$ cat src/rtl/pic_pkg.sv
package pic_pkg;
  typedef enum logic [1:0] {
    SEQ_IDLE = 2'd0,
    SEQ_BASE = 2'd1,
    SEQ_SKIP = 2'd2
  } seq_t;

  localparam int BYTE_W     = 8;
  localparam int CMD_INIT_B = 4;
  localparam int CMD_RSEL_B = 3;
  localparam logic [2:0] EOI_LOWEST = 3'b001;
  localparam logic [2:0] EOI_NUMBER = 3'b011;
endpackage

$ cat src/rtl/pic_cmd_regs.sv
module pic_cmd_regs
  import pic_pkg::*;
#(
  parameter int N_LINES = 8
) (
  input  logic               clk,
  input  logic               rst,
  input  logic               wr_en,
  input  logic               addr,
  input  logic [BYTE_W-1:0]  wdata,
  output logic [N_LINES-1:0] mask,
  output logic [BYTE_W-1:0]  base,
  output logic               auto_eoi,
  output logic               show_req,
  output logic               eoi_low,
  output logic               eoi_num
);
  seq_t seq_q;
  logic want4_q;
  logic wr_cmd, wr_dat;

  assign wr_cmd = wr_en && !addr;
  assign wr_dat = wr_en && addr;

  assign eoi_low = wr_cmd && !wdata[CMD_INIT_B] && !wdata[CMD_RSEL_B]
                   && (wdata[7:5] == EOI_LOWEST);
  assign eoi_num = wr_cmd && !wdata[CMD_INIT_B] && !wdata[CMD_RSEL_B]
                   && (wdata[7:5] == EOI_NUMBER);

  always_ff @(posedge clk) begin
    if (rst) begin
      seq_q    <= SEQ_IDLE;
      want4_q  <= 1'b0;
      mask     <= '1;
      base     <= '0;
      auto_eoi <= 1'b0;
      show_req <= 1'b1;
    end else begin
      if (wr_cmd) begin
        if (wdata[CMD_INIT_B]) begin
          want4_q <= wdata[0];
          seq_q   <= SEQ_BASE;
        end else if (wdata[CMD_RSEL_B]) begin
          show_req <= wdata[0];
        end
      end
      if (wr_dat) begin
        case (seq_q)
          SEQ_BASE: begin
            base  <= wdata;
            seq_q <= SEQ_SKIP;
          end
          SEQ_SKIP: seq_q <= SEQ_IDLE;
          default: begin
            if (want4_q) begin
              auto_eoi <= wdata[1];
              want4_q  <= 1'b0;
            end else begin
              mask <= wdata[N_LINES-1:0];
            end
          end
        endcase
      end
    end
  end
endmodule

$ cat src/rtl/pic_req_latch.sv
module pic_req_latch #(
  parameter int N_LINES = 8
) (
  input  logic               clk,
  input  logic               rst,
  input  logic [N_LINES-1:0] irq_in,
  input  logic [N_LINES-1:0] take,
  output logic [N_LINES-1:0] pend
);
  logic [N_LINES-1:0] line_q;
  logic [N_LINES-1:0] rise;

  assign rise = irq_in & ~line_q;

  always_ff @(posedge clk) begin
    if (rst) begin
      line_q <= '0;
      pend   <= '0;
    end else begin
      line_q <= irq_in;
      pend   <= (pend & ~take) | rise;
    end
  end
endmodule

$ cat src/rtl/pic_resolver.sv
module pic_resolver #(
  parameter int N_LINES = 8,
  localparam int IDX_W = $clog2(N_LINES)
) (
  input  logic [N_LINES-1:0] pend,
  input  logic [N_LINES-1:0] mask,
  input  logic [N_LINES-1:0] insvc,
  output logic               win_ok,
  output logic [IDX_W-1:0]   win_idx,
  output logic [N_LINES-1:0] win_hot
);
  logic [N_LINES-1:0] live;
  logic               live_any, svc_any;
  logic [IDX_W-1:0]   svc_idx;

  assign live = pend & ~mask;

  always_comb begin
    win_idx  = '0;
    live_any = 1'b0;
    svc_idx  = '0;
    svc_any  = 1'b0;
    for (int i = N_LINES - 1; i >= 0; i--) begin
      if (live[i]) begin
        win_idx  = i[IDX_W-1:0];
        live_any = 1'b1;
      end
      if (insvc[i]) begin
        svc_idx = i[IDX_W-1:0];
        svc_any = 1'b1;
      end
    end
  end

  assign win_ok  = live_any && !(svc_any && (svc_idx <= win_idx));
  assign win_hot = {{(N_LINES-1){1'b0}}, 1'b1} << win_idx;
endmodule

$ cat src/rtl/pic_isr_reg.sv
module pic_isr_reg #(
  parameter int N_LINES = 8
) (
  input  logic               clk,
  input  logic               rst,
  input  logic               accept,
  input  logic [N_LINES-1:0] acc_hot,
  input  logic               auto_eoi,
  input  logic               eoi_low,
  input  logic               eoi_num,
  input  logic [2:0]         eoi_sel,
  output logic [N_LINES-1:0] insvc
);
  logic [N_LINES-1:0] after_acc, after_eoi, sel_hot;

  always_comb begin
    after_acc = insvc;
    if (accept && !auto_eoi) after_acc = insvc | acc_hot;
    sel_hot = '0;
    for (int i = 0; i < N_LINES; i++) begin
      if (eoi_sel == 3'(i)) sel_hot[i] = 1'b1;
    end
    after_eoi = after_acc;
    if (eoi_low)      after_eoi = after_acc & (after_acc - 1'b1);
    else if (eoi_num) after_eoi = after_acc & ~sel_hot;
  end

  always_ff @(posedge clk) begin
    if (rst) insvc <= '0;
    else     insvc <= after_eoi;
  end
endmodule

$ cat src/rtl/prio_irq_ctrl.sv
module prio_irq_ctrl
  import pic_pkg::*;
#(
  parameter int N_LINES = 8,
  localparam int IDX_W = $clog2(N_LINES)
) (
  input  logic               clk,
  input  logic               rst,
  input  logic [N_LINES-1:0] irq_in,
  input  logic               wr_en,
  input  logic               rd_en,
  input  logic               addr,
  input  logic [7:0]         wdata,
  output logic [7:0]         rdata,
  output logic               int_req,
  input  logic               int_ack,
  output logic [7:0]         vector,
  output logic               vector_valid
);
  logic [N_LINES-1:0] mask_q, pend_q, insvc_q, win_hot, take;
  logic [BYTE_W-1:0]  base_q;
  logic               auto_eoi_q, show_req_q, eoi_low, eoi_num, win_ok, accept;
  logic [IDX_W-1:0]   win_idx;
  logic [BYTE_W-1:0]  mask_rd, pend_rd, svc_rd;

  pic_cmd_regs #(.N_LINES(N_LINES)) u_cmd (
    .clk(clk), .rst(rst), .wr_en(wr_en), .addr(addr), .wdata(wdata),
    .mask(mask_q), .base(base_q), .auto_eoi(auto_eoi_q), .show_req(show_req_q),
    .eoi_low(eoi_low), .eoi_num(eoi_num)
  );

  pic_req_latch #(.N_LINES(N_LINES)) u_req (
    .clk(clk), .rst(rst), .irq_in(irq_in), .take(take), .pend(pend_q)
  );

  pic_resolver #(.N_LINES(N_LINES)) u_res (
    .pend(pend_q), .mask(mask_q), .insvc(insvc_q),
    .win_ok(win_ok), .win_idx(win_idx), .win_hot(win_hot)
  );

  pic_isr_reg #(.N_LINES(N_LINES)) u_isr (
    .clk(clk), .rst(rst), .accept(accept), .acc_hot(win_hot), .auto_eoi(auto_eoi_q),
    .eoi_low(eoi_low), .eoi_num(eoi_num), .eoi_sel(wdata[2:0]), .insvc(insvc_q)
  );

  assign accept       = int_ack && win_ok;
  assign take         = accept ? win_hot : '0;
  assign int_req      = win_ok;
  assign vector_valid = accept;
  assign vector       = accept ? (base_q | BYTE_W'(win_idx)) : '0;

  always_comb begin
    mask_rd = '1;
    mask_rd[N_LINES-1:0] = mask_q;
    pend_rd = '0;
    pend_rd[N_LINES-1:0] = pend_q;
    svc_rd = '0;
    svc_rd[N_LINES-1:0] = insvc_q;
    if (!rd_en)         rdata = '0;
    else if (addr)      rdata = mask_rd;
    else if (show_req_q) rdata = pend_rd;
    else                rdata = svc_rd;
  end
endmodule

$ cat config.mk
export PLATFORM = sky130hd
export DESIGN_NAME = prio_irq_ctrl
export DESIGN_NICKNAME = d
export VERILOG_FILES = /design/src/rtl/pic_pkg.sv /design/src/rtl/pic_cmd_regs.sv /design/src/rtl/pic_req_latch.sv /design/src/rtl/pic_resolver.sv /design/src/rtl/pic_isr_reg.sv /design/src/rtl/prio_irq_ctrl.sv
export SDC_FILE = /design/constraint.sdc
export NUM_CORES = 1
export LEC_CHECK = 0
export BUFFER_PORTS_ARGS = -buffer_cell sky130_fd_sc_hd__buf_4
export CORE_ASPECT_RATIO = 2
export CORE_MARGIN = 5
export CORE_UTILIZATION = 35
export DETAILED_ROUTE_END_ITERATION = 8
export SLEW_MARGIN = 10
export SYNTH_ARGS = -nofsm -noshare
export SYNTH_HDL_FRONTEND = slang
export SYNTH_SLANG_ARGS = --single-unit
$ cat constraint.sdc
create_clock -name clk -period 7.55 [get_ports clk]
set_clock_uncertainty 0.15 [all_clocks]
set_input_delay 1.51 -clock clk [delete_from_list [all_inputs] [get_ports clk]]
set_output_delay 1.51 -clock clk [all_outputs]
set_load 0.02 [all_outputs]
==> out/results.txt, run 1 <==
outcome - complete, no violations
Post-synth EDFFs - 0
Yosys top cell area share - 35.0%
Pwr Total - 0.000609 W
global-route layer with the greatest usage - met2
Most Frequent Cell on Critical Path - a21oi_2
critical path startpoint category - flip-flop
Pre-Repair DR Iteration Count - 4
Slew headroom - 35.5%
area post-placement - 2930 µm²
core area - 7210 µm²
H-tree depth - 2
post-synth net total - 327
vias in the first global route - 2321
final hold violation count - 0
Critical Path Start - u_cmd.mask[0]
Reg-to-Reg Start - u_cmd.mask[0]
number of port buffers - 39
hold depth - 2
area used by multi-input combinational logic - 1570 µm²
Mapped Cells - 301
Setup crit end kind - primary output
path type of the worst min-delay path - reg -> reg
Seq/Total Area, Yosys - 35.0%
CTS tree - built
Hold Buf Count CTS - 0
ANT cells - 0
fin crit period - 5.04 ns
register area - 901 µm²
Max Cap Viol - 0
placer congestion estimate - 0.872
Avg Cell Area, Syn - 8.55 µm²
synth warn - 0
layout cells sized above 1 - 20.5%
Die Y - 131 µm
CP Data Arrival Time - 3.38 ns
Setup TNS - 0 ns
leakage power - 1.32 nW
dpl hpwl - 5540 µm
CP max FO - 9
vias per cell - 5.30
CP max stage delay - 0.37 ns
post-cts repair resize count - 0
slowest CP cell - nor2_1
Peak supply drop - 0.0988 mV
Layout Nets - 361
Top FF cell, synth - dfxtp_1
fin. max-slew vios - 0
synthesized area - 2570 µm²
Hold Crit Start - u_req.line_q[2]
Starting Density - 35.7%
global-route wire length before repair - 11400 µm
via count - 2268
R2R Path End - u_isr.insvc[5]
Distinct cells, synth - 53
hold endpoint - u_req.pend[2]
met2 usage - 29.7%
critical path type - reg -> out
RSZ-0062 raised after global routing - no
r2r setup slk - 4.29 ns
wire length per cell - 16.6 µm
DRT iter0 DRCs - 95
worst-path cell chain - nand2b_1, nand2_1, nor2_1, o21ai_0, ha_1, and3_1, a21oi_2, o21ai_4, a21oi_2, a21boi_0, buf_4
Global Route met3 Usage - 2.83%
CTS buffer count - 5
Rows - 44
aggregate global routing overflow - 0
clock root cell - clkbuf_16
Boundary Pins - 40
post-CTS setup buffers - 0
Crit path required time - 5.89 ns
final core occ - 42.7%
ys async rst share - 0%
Hold Slack - 0.334 ns
die area - 9270 µm²
Synth area leaders - dfxtp_1, mux2i_1, nor2b_1, nor2_1, nand2b_1
final WL - 7090 µm
pwr dens - 198 nW/µm²
die width - 70.6 µm
GRT Total Usage - 15.7%
final setup fails - 0
largest net degree at the start of global routing - 46
Layout area overhead - 19.8%
R2R depth - 11
Slew @ Worst Pin - 0.964 ns
initial antenna violation count - 0
post-synthesis register bit count - 45
max frequency - 0.198 GHz
fill count - 750
leading area contributor after synthesis - dfxtp_1
clock slew at reported path FFs - 0.06 ns
ANT nets after route - 0
Final period util - 66.8%
final instance area - 3080 µm²
Worst-Skew Late Latency - 0.29 ns
clk sinks - 45
Remaining DRCs - 0
Max clock buf depth - 2
M1 GR Usage - 15.5%
[report_power, final]
part / internal, W / total (W) / switching [W]
logic: 0.0000511 / 0.000124 / 0.0000724
registers: 0.000249 / 0.000259 / 0.00000943
clock network: 0.000132 / 0.000227 / 0.0000951
[layout by cell type (no fill, tap or decap), types with 3 or more instances in the layout]
cell type / count
dfxtp_1: 45
buf_4: 39
nor2_1: 30
nor2b_1: 21
nand2_1: 19
a21oi_1: 18
o21ai_0: 18
mux2i_1: 18
nand2b_1: 17
and2_1: 14
inv_1: 13
a211o_1: 8
nand3_1: 5
clkbuf_16: 5
o21a_1: 4
a21boi_0: 4
o31ai_1: 4
ha_1: 4
nand4_1: 3
and3_1: 3
nor3_2: 3
[worst max-delay path by stage]
stage                     end  slack, ns  cells past startpoint
detailed placement  vector[2]       2.79                     11
global placement    vector[2]       2.91                     11
finish              vector[2]       2.51                     11
global route        vector[1]       2.22                     11
floorplan           vector[1]       2.93                     10
CTS                 vector[2]       2.46                     11
[routing by layer]
| layer | vias up | part of all wire (%) | wire length (µm) |
|---|---|---|---|
| met5 | - | 0 | 0 |
| met2 | 47 | 56 | 4000 |
| met4 | 0 | 3.9 | 277 |
| met1 | 1069 | 37 | 2600 |
| li1 | 1130 | - | - |
| met3 | 22 | 2.9 | 209 |
[synthesized netlist by cell type (2+ instances only)]
| library cell | n |
|---|---|
| dfxtp_1 | 45 |
| nor2_1 | 30 |
| nor2b_1 | 21 |
| nand2_1 | 19 |
| a21oi_1 | 18 |
| mux2i_1 | 18 |
| o21ai_0 | 18 |
| nand2b_1 | 17 |
| and2_1 | 14 |
| inv_1 | 13 |
| clkbuf_1 | 9 |
| a211o_1 | 8 |
| nand3_1 | 5 |
| a21boi_0 | 4 |
| ha_1 | 4 |
| o21a_1 | 4 |
| o31ai_1 | 4 |
| and3_1 | 3 |
| nand4_1 | 3 |
| nor3_2 | 3 |
| a21oi_2 | 2 |
| a221oi_1 | 2 |
| a31o_2 | 2 |
| a31oi_1 | 2 |
| and3b_1 | 2 |
| buf_2 | 2 |
| nor4_2 | 2 |
| o211ai_1 | 2 |
[critical path, delay by kind of cell, from the launching register on]
family	cells	cell delay, ns
AOI/OAI and AO/OA	5	1.24
adders and majority gates	1	0.37
buffers and inverters	1	0.17
DFF	1	0.35
and+or+nand+nor	4	0.98
[cells by family after synthesis]
logic type,count (synthesis),share of synthesized area [%]
adder cells (fa/ha/maj),4,1.94
AND/OR/NAND/NOR,128,28.6
flip-flops,45,35.0
buffers and inverters,25,3.89
AO/OA/AOI/OAI,81,23.6
multiplexers,18,7.00
[registers in the layout, indices dropped and copies added (netlist names)]
name,count
u_isr.insvc,8
u_cmd.mask,8
u_req.line_q,8
u_cmd.seq_q,2
u_cmd.show_req,1
u_cmd.want4_q,1
u_cmd.base,8
u_req.pend,8
u_cmd.auto_eoi,1
[area by class of cell]
cell class / count / share of cell area [%]
inverter: 13 / 1.58
tap: 92 / 3.73
clock buffer: 6 / 4.50
clock inverter: 2 / 0.446
timing repair buffer: 39 / 9.50
multi-input combinational: 231 / 51.0
sequential: 45 / 29.2
[through the flow]
step / worst slack [ns] / instances
finish: 2.51 / 428
detailed placement: 2.79 / 420
global route: 2.22 / 428
CTS: 2.46 / 428
global placement: 2.91 / 420
floorplan: 2.93 / 301
No activity file was read; power rests on OpenSTA's default activity.
==> inputs of run 2 (changes only) <==
==> constraint.sdc (replaced) <==
create_clock -name clk -period 4.3 [get_ports clk]
set_clock_uncertainty 0.15 [all_clocks]
set_input_delay 0.86 -clock clk [delete_from_list [all_inputs] [get_ports clk]]
set_output_delay 0.86 -clock clk [all_outputs]
set_load 0.02 [all_outputs]
==> out/results.txt, run 2 (same netlist as run 1, synthesis figures left out) <==
outcome - complete, no violations
critical path startpoint category - flip-flop
final WL - 7150 µm
ANT cells - 0
met2 usage - 29.9%
Layout area overhead - 21.5%
vias in the first global route - 2257
die area - 9270 µm²
Critical Path Start - u_cmd.mask[0]
clock root cell - clkbuf_16
critical path type - reg -> out
final instance area - 3130 µm²
pwr dens - 357 nW/µm²
CTS buffer count - 5
Clock power frac - 39.0%
number of port buffers - 39
r2r setup slk - 1.16 ns
Reg-to-Reg Start - u_cmd.mask[0]
area post-placement - 2950 µm²
Final period util - 94.4%
ANT nets after route - 0
placer congestion estimate - 0.871
commonest cells after routing, fill and taps aside - dfxtp_1, buf_4, nor2_1
worst-path cell chain - nand2b_1, nand2_1, nor2_4, o21ai_0, ha_1, and3_1, a21oi_4, o21ai_4, a21oi_4, a21boi_0, buf_4
CTS tree - built
H-tree depth - 2
wire length per cell - 16.7 µm
cell internal pwr - 0.000803 W
final hold violation count - 0
Hold Crit Start - u_req.line_q[3]
fin crit period - 4.06 ns
Starting Density - 35.7%
Reg power frac - 40.7%
largest net degree at the start of global routing - 46
CP max stage delay - 0.36 ns
core area - 7210 µm²
Setup TNS - 0 ns
path type of the worst min-delay path - reg -> reg
Pwr Total - 0.00112 W
R2R Path End - u_isr.insvc[3]
clk sinks - 45
aggregate global routing overflow - 0
leakage power - 1.33 nW
Comb pwr share - 20.3%
hold depth - 2
via count - 2290
Boundary Pins - 40
RSZ-0062 raised after global routing - no
Remaining DRCs - 0
slowest CP cell - ha_1
max frequency - 0.246 GHz
final core occ - 43.4%
dpl hpwl - 5560 µm
initial antenna violation count - 0
Peak supply drop - 0.273 mV
clock slew at reported path FFs - 0.06 ns
Max Cap Viol - 0
Slew headroom - 37.5%
R2R depth - 11
Max clock buf depth - 2
fin. max-slew vios - 0
switching power - 0.000314 W
hold endpoint - u_req.pend[3]
CP Data Arrival Time - 3.05 ns
Pre-Repair DR Iteration Count - 4
most common cell after layout, fill and taps aside - dfxtp_1
Slew @ Worst Pin - 0.934 ns
DRT iter0 DRCs - 127
non-filler cells, final - 429
Global Route met3 Usage - 2.68%
Worst-Skew Late Latency - 0.29 ns
layout cells sized above 1 - 21.1%
Most Frequent Cell on Critical Path - a21oi_4
GRT Total Usage - 15.7%
global-route layer with the greatest usage - met2
placed cells - 422
Hold Buf Count CTS - 0
final setup fails - 0
Setup crit end kind - primary output
Layout Nets - 363
Switching Fraction - 28.1%
M1 GR Usage - 15.8%
Rows - 44
Crit path required time - 3.29 ns
die width - 70.6 µm
global-route wire length before repair - 11400 µm
Die Y - 131 µm
CP max FO - 9
post-CTS setup buffers - 0
vias per cell - 5.34
[run 2: cell types whose count changed in the layout (fill, tap and decap cells not counted), sizes merged]
| cell | previous run | this run |
|---|---|---|
| clkinv | 2 | 1 |
| clkbuf | 6 | 5 |
| buf | 39 | 41 |
| bufinv | 0 | 1 |
[run 2: timing repair]
action | CTS | global route
gates resized for setup | 2 | 2
endpoints found under the setup margin | 8 | 8
pin swaps | 0 | 0
[run 2: area by class of cell]
cell class,instances,area (µm²)
inverters,13,48.8
well taps,92,115
fillers,757,4080
multi-input cells,231,1600
flip-flops and latches,45,901
repair buffers,41,308
clock inverters,2,35.0
clock buffers,5,125
[run 2: worst max-delay path by stage]
stage,end,cells past startpoint
6_report,vector[2],11
5_1_grt,vector[5],11
4_1_cts,vector[2],11
3_5_place_dp,vector[2],11
3_3_place_gp,vector[2],11
2_1_floorplan,vector[1],10
[run 2: routing by layer]
layer	up-vias	share of wire, %
met5	-	0
met4	0	3.6
met3	17	3.2
met2	48	57
met1	1093	36
li1	1132	-
[run 2: worst max-delay path, delay by kind of cell, from the launching register on]
kind	cells	cell delay (ns)
adder cells (fa/ha/maj)	1	0.36
AO/OA/AOI/OAI	5	1.01
AND/OR/NAND/NOR	4	0.87
flip-flops	1	0.34
buffers and inverters	1	0.17
[run 2: per-stage QoR]
step / hold WS, ns / setup WS (ns)
2_1_floorplan: 0.305 / 0.326
3_3_place_gp: 0.321 / 0.306
3_5_place_dp: 0.333 / 0.194
4_1_cts: 0.344 / 0.0819
5_1_grt: 0.380 / 0.0309
6_report: 0.335 / 0.240
[run 2: power by group through the flow]
stage / sequential (W) / clock (W) / combinational, W
CTS: 0.000454 / 0.000439 / 0.000224
global route: 0.000457 / 0.000454 / 0.000249
floorplan: 0.000457 / 0 / 0.000149
global placement: 0.000463 / 0 / 0.000218
finish: 0.000455 / 0.000435 / 0.000227
detailed placement: 0.000463 / 0 / 0.000221
